File: config.mk
export PLATFORM = sky130hd
export DESIGN_NAME = uart_modem_ctl
export DESIGN_NICKNAME = d
export VERILOG_FILES = /design/src/rtl/modem_pkg.sv /design/src/rtl/modem_sync.sv /design/src/rtl/modem_ctl_fsm.sv /design/src/rtl/modem_delta.sv /design/src/rtl/uart_modem_ctl.sv
export SDC_FILE = /design/constraint.sdc
export NUM_CORES = 1
export LEC_CHECK = 0
export ABC_AREA = 1
export BUFFER_PORTS_ARGS = -buffer_cell sky130_fd_sc_hd__buf_2
export CAP_MARGIN = 25
export CORE_MARGIN = 1.5
export CORE_UTILIZATION = 43
export CTS_CLUSTER_SIZE = 28
export DETAILED_ROUTE_END_ITERATION = 10
export GPL_TIMING_DRIVEN = 0
export PLACE_DENSITY = 0.75
export SLEW_MARGIN = 20
export SYNTH_ARGS = -nofsm -noshare
export SYNTH_HDL_FRONTEND = slang
export SYNTH_SLANG_ARGS = --single-unit
File: constraint.sdc
create_clock -name clk -period 1.1 [get_ports clk]
set_clock_uncertainty 0.15 [all_clocks]
set_input_delay 0.11 -clock clk [delete_from_list [all_inputs] [get_ports clk]]
set_output_delay 0.11 -clock clk [all_outputs]
set_load 0.1 [all_outputs]
File: src/rtl/modem_pkg.sv
package modem_pkg;

    // Status nibble layout: bit3 carrier, bit2 ring, bit1 data-set-ready, bit0 clear-to-send
    typedef struct packed {
        logic dcd;
        logic ri;
        logic dsr;
        logic cts;
    } line_t;

    // Control nibble layout: bit3 OUT2, bit2 OUT1, bit1 request-to-send, bit0 terminal-ready
    typedef struct packed {
        logic out2;
        logic out1;
        logic rts;
        logic dtr;
    } ctl_t;

    typedef enum logic {
        ST_LINE = 1'b0,
        ST_LOOP = 1'b1
    } mode_e;

    localparam logic SEL_CTL  = 1'b0;
    localparam logic SEL_STAT = 1'b1;

    localparam int NIB      = $bits(line_t);
    localparam int LOOP_BIT = NIB;

    localparam line_t LINE_RST = '{dcd: 1'b1, ri: 1'b0, dsr: 1'b1, cts: 1'b1};
    localparam ctl_t  CTL_RST  = '{out2: 1'b1, out1: 1'b0, rts: 1'b0, dtr: 1'b0};

    // Self-test cross-mapping of control bits onto status lines
    function automatic line_t loop_map(input ctl_t c);
        line_t l;
        l.dcd = c.out2;
        l.ri  = c.out1;
        l.dsr = c.dtr;
        l.cts = c.rts;
        return l;
    endfunction

endpackage

File: src/rtl/modem_sync.sv
module modem_sync #(
    parameter int              WIDTH   = 4,
    parameter int              STAGES  = 2,
    parameter logic [WIDTH-1:0] RST_VAL = '0
) (
    input  logic             clk,
    input  logic             rst_n,
    input  logic [WIDTH-1:0] d,
    output logic [WIDTH-1:0] q
);

    for (genvar s = 0; s < STAGES; s++) begin : g_stage
        logic [WIDTH-1:0] ff;
        if (s == 0) begin : g_first
            always_ff @(posedge clk or negedge rst_n) begin
                if (!rst_n) ff <= RST_VAL;
                else        ff <= d;
            end
        end else begin : g_next
            always_ff @(posedge clk or negedge rst_n) begin
                if (!rst_n) ff <= RST_VAL;
                else        ff <= g_stage[s-1].ff;
            end
        end
    end

    assign q = g_stage[STAGES-1].ff;

endmodule

File: src/rtl/modem_ctl_fsm.sv
module modem_ctl_fsm
    import modem_pkg::*;
#(
    parameter int DW = 8
) (
    input  logic          clk,
    input  logic          rst_n,
    input  logic          wr_en,
    input  logic          sel,
    input  logic [DW-1:0] wr_data,
    output ctl_t          ctl_q,
    output mode_e         mode_q
);

    logic  ctl_wr;
    mode_e mode_d;

    assign ctl_wr = wr_en && (sel == SEL_CTL);

    // State register
    always_ff @(posedge clk or negedge rst_n) begin
        if (!rst_n) mode_q <= ST_LINE;
        else        mode_q <= mode_d;
    end

    // Transitions: enter_loop, leave_loop
    always_comb begin
        mode_d = mode_q;
        unique case (mode_q)
            ST_LINE: if (ctl_wr && wr_data[LOOP_BIT])  mode_d = ST_LOOP;
            ST_LOOP: if (ctl_wr && !wr_data[LOOP_BIT]) mode_d = ST_LINE;
            default: mode_d = ST_LINE;
        endcase
    end

    // Control bits
    always_ff @(posedge clk or negedge rst_n) begin
        if (!rst_n)      ctl_q <= CTL_RST;
        else if (ctl_wr) ctl_q <= ctl_t'(wr_data[NIB-1:0]);
    end

endmodule

File: src/rtl/modem_delta.sv
module modem_delta
    import modem_pkg::*;
(
    input  logic  clk,
    input  logic  rst_n,
    input  line_t src,
    input  logic  clr,
    output line_t cur_q,
    output line_t delta_q
);

    line_t chg;

    always_comb begin
        chg    = cur_q ^ src;
        chg.ri = cur_q.ri & ~src.ri;  // trailing edge only
    end

    always_ff @(posedge clk or negedge rst_n) begin
        if (!rst_n) begin
            cur_q   <= LINE_RST;
            delta_q <= '0;
        end else begin
            cur_q   <= src;
            delta_q <= (clr ? line_t'('0) : delta_q) | chg;
        end
    end

endmodule

File: src/rtl/uart_modem_ctl.sv
module uart_modem_ctl
    import modem_pkg::*;
#(
    parameter int DW          = 8,
    parameter int SYNC_STAGES = 2
) (
    input  logic          clk,
    input  logic          rst_n,
    input  logic          wr_en,
    input  logic          rd_en,
    input  logic          sel,
    input  logic [DW-1:0] wr_data,
    output logic [DW-1:0] rd_data,
    input  logic          cts_i,
    input  logic          dsr_i,
    input  logic          ri_i,
    input  logic          dcd_i,
    output logic          rts_o,
    output logic          dtr_o,
    output logic          out1_o,
    output logic          out2_o,
    output logic          msc_flag_o
);

    ctl_t  ctl_q;
    mode_e mode_q;
    line_t ext_raw, ext_sync, src, cur_q, delta_q;
    logic  stat_rd;
    logic  loop_active;

    modem_ctl_fsm #(.DW(DW)) u_fsm (
        .clk     (clk),
        .rst_n   (rst_n),
        .wr_en   (wr_en),
        .sel     (sel),
        .wr_data (wr_data),
        .ctl_q   (ctl_q),
        .mode_q  (mode_q)
    );

    assign ext_raw = '{dcd: dcd_i, ri: ri_i, dsr: dsr_i, cts: cts_i};

    modem_sync #(
        .WIDTH   (NIB),
        .STAGES  (SYNC_STAGES),
        .RST_VAL (LINE_RST)
    ) u_sync (
        .clk   (clk),
        .rst_n (rst_n),
        .d     (ext_raw),
        .q     (ext_sync)
    );

    // Status source selection per mode
    always_comb begin
        unique case (mode_q)
            ST_LOOP: src = loop_map(ctl_q);
            default: src = ext_sync;
        endcase
    end

    assign stat_rd = rd_en && (sel == SEL_STAT);

    modem_delta u_delta (
        .clk     (clk),
        .rst_n   (rst_n),
        .src     (src),
        .clr     (stat_rd),
        .cur_q   (cur_q),
        .delta_q (delta_q)
    );

    // Pin outputs per mode
    always_comb begin
        out1_o = ctl_q.out1;
        out2_o = ctl_q.out2;
        unique case (mode_q)
            ST_LOOP: begin
                rts_o = 1'b0;
                dtr_o = 1'b0;
            end
            default: begin
                rts_o = ctl_q.rts;
                dtr_o = ctl_q.dtr;
            end
        endcase
    end

    assign loop_active = (mode_q == ST_LOOP);
    assign msc_flag_o  = |delta_q;

    always_comb begin
        rd_data = '0;
        if (sel == SEL_STAT) rd_data[2*NIB-1:0] = {cur_q, delta_q};
        else                 rd_data[NIB:0]     = {loop_active, ctl_q};
    end

endmodule

==> impl_metrics.yaml, run 1 <==
status:
  outcome: "finished with violations"
  failed_checks: "negative setup slack"
critical_path:
  r2r_start: "u_fsm.ctl_q[3]"
  critical_path_class: "flop to output port"
  r2r-end: "u_delta.delta_q[3]"
  cp.required_ps: 840
  arrival_ps: 1350
  reg2reg_depth: 6
  end_kind: "output port"
  path_max_fanout: 2
  cp-start-kind: "flop"
  rrSetupSlack_ps: -230
floorplanning:
  die_area_sq_mm: 0.002338
  dieHeight_um: 48.36
  core_area_sq_mm: 0.001942
  die_x_um: 48.36
  io-pin-count: 30
  start_util: 0.4555
  fp-row-count: 16
sta:
  finalSetupViolCount: 21
  fin_ws_ps: -506.0
  timing_hold_violations_final: 0
  worst_slew_pin_slew_ps: 431.8
  slew_headroom: 0.7121
  hold-worst-slack_ps: 109.0
  fin_crit_ps: 1606
  period_share: 1.460
  fmax_mhz: 622.7
  rsz0062_at_grt: "true"
  drv_slew: 0
run:
  maxCapViolCount: 0
cells_and_area:
  drive_gt1_frac: 0.6438
  n_antenna_cell: 0
  regArea_sq_um: 545.5
  syn2layout_area_growth_pct: 97.88
  fillers: 79
  multi_input_area_sq_um: 471.7
  stdcell_count: 187
  final_common_cell: "nand2_1"
  layout.nets: 178
  final_cell_mix: "19 x nand2_1, 13 x buf_4, 13 x buf_2, 13 x buf_12"
  final_util: 0.9014
routing:
  drc: 0
  via_count: 919
  drt-pass1-iter-count: 4
  final_antenna_net_count: 0
  vias_per_cell: 4.914
  wire_per_inst_um: 14.88
  drtIter0Drc: 8
  routed_wl_um: 2783
yosys:
  synth_top_family_by_area: "simple AND/OR/NAND/NOR gates"
  ys.warnings.count: 0
  synth_fa_ha_area_frac: 0
  avgSynthCellArea_sq_um: 8.673
  synth_seq_cells: 21
  synth_compound_area_frac: 0.04526
  synth.area.mux_share: 0
  netlist_area_sq_um: 884.6
  synth-xor-area-share: 0
  ys_seq_area_frac: 0.6082
  synth.distinct_cells: 12
  syn-instance-count: 102
  syn-num-nets: 119
  synth_simple_gate_area_frac: 0.2659
global_routing:
  overflow: 0
  grt_pass1_vias: 956
  grt_first_pass_wirelength_um: 4050
  antenna_found_initial: 0
  track_usage: 0.2303
  grt_max_degree: 22
clock_tree:
  worstSkewPairLatency_ps: 310
  clockBufferDepth: 2
  root_buffer: "clkbuf_4"
  cts_tree: "done"
  cts.sinks: 21
  clk_pin_slew_ps: 110
  htreeDepth: 1
  cts-buffers-inserted: 3
placed_design:
  portBuffers: 26
  preCtsSetupSlack_ps: -373.5
  dp_cells: 155
  routabilityCongestion: 0.7175
  dp_hpwl_um: 1329
power_and_ir_drop:
  finalPower_mw: 2.823
  vdd_drop_max_mv: 1.265
  power_density_mw_per_mm2: 1613
  power_leakage_nw: 0.8360
min_path:
  min_path_type: "input port to asynchronous set/reset pin"
==> routing by layer <==
metal / wire length (um) / GRT usage / share of wire / up-vias
met5: 0 / 0 / 0 / -
met4: 31 / 0.08571 / 0.011 / 0
met3: 81 / 0.04938 / 0.029 / 3
met2: 1573 / 0.4329 / 0.57 / 25
met1: 1096 / 0.2537 / 0.39 / 461
li1: - / - / - / 430
==> report_power, final <==
part	switching, mW	internal, mW
sequential	0.0894	0.902
combinational	0.883	0.571
clock	0.236	0.142
total	1.21	1.62
==> final cells by class <==
| cell class | instances | area share |
|---|---|---|
| timing repair buffer | 54 | 0.3317 |
| inverter | 14 | 0.04217 |
| tap | 27 | 0.01930 |
| clock buffer | 4 | 0.01501 |
| sequential | 21 | 0.3117 |
| multi-input combinational | 65 | 0.2695 |
| buffer | 2 | 0.01072 |
==> registers in the layout, summed over array words and instances, names as in the netlist, named ones only <==
name               count
u_delta.cur_q          4
u_delta.delta_q        4
u_fsm.ctl_q            4
u_sync.g_stage.ff      4
u_sync.q               4
==> per-stage QoR <==
stage	TNS (ps)	cell area, sq um
2_1_floorplan	-1959	1007
4_1_cts	-4253	1647
3_5_place_dp	-2973	1171
6_report	-4818	1750
5_1_grt	-5668	1750
3_3_place_gp	-2750	1171
==> timing repair <==
| item | 4_1_cts | 5_1_grt |
|---|---|---|
| hold buffers | 12 | 0 |
| pin swaps | 4 | 3 |
| endpoints found under the hold margin | 31 | 0 |
| setup endpoints to repair | 16 | 22 |
| buffers inserted | 11 | 6 |
| gates resized for setup | 69 | 19 |
==> cells in the mapped netlist <==
cell	count	share of area
inv_1	12	0.051
buf_6	1	0.013
nor2_1	8	0.034
nand3_1	11	0.062
a21oi_1	4	0.023
nand2_4	1	0.013
dfrtp_1	11	0.31
dfstp_2	10	0.30
buf_4	1	0.0085
o21ai_0	4	0.023
nand2_1	37	0.16
inv_2	2	0.0085
==> worst max-delay path by stage <==
stage	start	to	depth (start not counted)
final	u_fsm.ctl_q[3]	rd_data[3]	3
after global routing	u_fsm.ctl_q[3]	rd_data[3]	3
after CTS	u_fsm.ctl_q[3]	rd_data[3]	3
after detailed placement	u_fsm.ctl_q[3]	rd_data[3]	3
after global placement	u_fsm.ctl_q[3]	rd_data[3]	3
after floorplan	u_fsm.ctl_q[3]	rd_data[3]	2
==> cell families after synthesis <==
kind of cell / count (synthesis)
compound gates: 8
buf+inv: 16
flops: 21
simple gates: 57
==> worst max-delay path, cell delays in order (launching register included) <==
cell and delay [ps]:
dfstp_4 660, inv_4 40, o21ai_4 140, buf_12 190
No activity file was read; power rests on OpenSTA's default activity.
==> inputs of run 2 (changes only) <==
--- a/config.mk
+++ b/config.mk
@@ -8,7 +8,7 @@
 export ABC_AREA = 1
 export BUFFER_PORTS_ARGS = -buffer_cell sky130_fd_sc_hd__buf_2
 export CAP_MARGIN = 25
-export CORE_MARGIN = 1.5
+export CORE_MARGIN = 2
 export CORE_UTILIZATION = 43
 export CTS_CLUSTER_SIZE = 28
 export DETAILED_ROUTE_END_ITERATION = 10
==> impl_metrics.yaml, run 2 (same netlist as run 1, synthesis figures left out) <==
status:
  outcome: "finished with violations"
  failed_checks: "negative setup slack"
routing:
  drt-pass1-iter-count: 4
  final_antenna_net_count: 0
  vias_per_cell: 4.935
  via_count: 913
  drc: 0
  drtIter0Drc: 12
  routed_wl_um: 2865
  wire_per_inst_um: 15.49
placed_design:
  place_area_sq_mm: 0.001171
  dp_hpwl_um: 1298
  portBuffers: 26
  routabilityCongestion: 0.7315
  preCtsSetupSlack_ps: -373.7
critical_path:
  cp_num_buf_inv: 2
  worstPathCellList: "inv_6 > o21ai_4 > buf_12"
  reg2reg_depth: 6
  r2r-end: "u_delta.delta_q[3]"
  cp-start-kind: "flop"
  r2r_start: "u_fsm.ctl_q[3]"
  end_kind: "output port"
  arrival_ps: 1340
  critical_path_class: "flop to output port"
  cp_slowest_stage_delay_ps: 660
  path_max_fanout: 2
  cp.required_ps: 840
  rrSetupSlack_ps: -210
  critical-path-slowest-cell: "dfstp_4"
  path_depth: 3
  cpLargestDelayFamily: "flip-flops"
global_routing:
  grt_first_pass_wirelength_um: 4305
  track_usage: 0.2449
  grt_pass1_vias: 937
  grt_max_degree: 22
  overflow: 0
  antenna_found_initial: 0
floorplanning:
  core_area_sq_mm: 0.001942
  dieHeight_um: 49.36
  start_util: 0.4555
  io-pin-count: 30
  die_x_um: 49.36
  die_area_sq_mm: 0.002436
  fp-row-count: 16
power_and_ir_drop:
  power_frac_seq: 0.358
  p_sw_frac: 0.4289
  combPwrFrac: 0.503
  vdd_drop_max_mv: 1.392
  power.internal_mw: 1.583
  power_leakage_nw: 0.8074
  finalPower_mw: 2.772
  p_sw_mw: 1.189
  power_density_mw_per_mm2: 1632
  clock_power_share: 0.139
cells_and_area:
  final_util: 0.8750
  drive_gt1_frac: 0.5886
  final_cell_mix: "23 x nand2_1, 13 x buf_2, 12 x dlygate4sd3_1, 12 x buf_12"
  syn2layout_area_growth_pct: 92.08
  final_common_cell: "nand2_1"
  layout.nets: 176
  n_antenna_cell: 0
  fin_area_sq_mm: 0.001699
sta:
  fmax_mhz: 626.4
  timing_hold_violations_final: 0
  fin_ws_ps: -496.5
  slew_headroom: 0.6992
  drv_slew: 0
  worst_slew_pin_slew_ps: 451.2
  finalSetupViolCount: 21
  rsz0062_at_grt: "true"
  period_share: 1.451
  fin_crit_ps: 1596
clock_tree:
  cts_tree: "done"
  clockBufferDepth: 2
  worstSkewPairLatency_ps: 320
  htreeDepth: 1
  cts-buffers-inserted: 3
  root_buffer: "clkbuf_4"
  cts.sinks: 21
  clk_pin_slew_ps: 110
run:
  maxCapViolCount: 0
min_path:
  min_to: "u_delta.delta_q[2]"
  min_path_cells: 4
  worstHoldStart: "sel"
  min_path_type: "input port to flop"
[run 2: cell types whose count changed in the layout (fill, tap and decap cells not counted), sizes merged]
cell and change:
buf -2
[run 2: worst min-delay path, stage by stage]
cell and delay (ps):
buf_2 160, nand2_1 140, nand2_1 80, nand2_1 60
[run 2: layout make-up]
class                   count  area, sq um
fillers                    92        242.7
well taps                  27        33.78
inverters                  14        78.83
repair buffers             52        564.3
multi-input cells          65        431.7
flip-flops and latches     21        545.5
clock buffers               4        26.28
plain buffers               2        18.77
[run 2: metrics by stage]
stage / TNS, ps / std cells / hold slack [ps]
3_3_place_gp: -2755 / 155 / -71.95
5_1_grt: -5902 / 185 / 138.4
6_report: -5277 / 185 / 99.58
3_5_place_dp: -2934 / 155 / -69.07
4_1_cts: -4274 / 182 / 111.5
2_1_floorplan: -1959 / 102 / -335.6
[run 2: what timing repair did]
item,in CTS,in global routing
pin swaps,4,3
setup endpoints to repair,16,24
buffers inserted,11,3
gates resized for setup,61,17
hold endpoints to repair,31,0
hold buffers,12,0
gates cloned,0,0
[run 2: power by group through the flow]
stage | clock network, mW | logic [mW] | registers [mW]
2_1_floorplan | 0 | 0.706 | 1.04
5_1_grt | 0.420 | 1.45 | 1.01
3_5_place_dp | 0 | 0.917 | 0.990
4_1_cts | 0.373 | 1.29 | 0.974
3_3_place_gp | 0 | 0.902 | 0.984
6_report | 0.385 | 1.40 | 0.992
[run 2: how the worst max path moves through the flow]
stage / to / slack, ps / from
after global routing: rd_data[3] / -540 / u_fsm.ctl_q[3]
after detailed placement: rd_data[3] / -370 / u_fsm.ctl_q[3]
after CTS: rd_data[3] / -470 / u_fsm.ctl_q[3]
final: rd_data[3] / -500 / u_fsm.ctl_q[3]
after global placement: rd_data[3] / -370 / u_fsm.ctl_q[3]
after floorplan: rd_data[3] / -580 / u_fsm.ctl_q[3]
[run 2: metal layers]
layer  track usage  wire length (um)
met1        0.2696              1092
met2        0.4572              1606
met3       0.03067                92
met4        0.1190                74
met5             0                 0
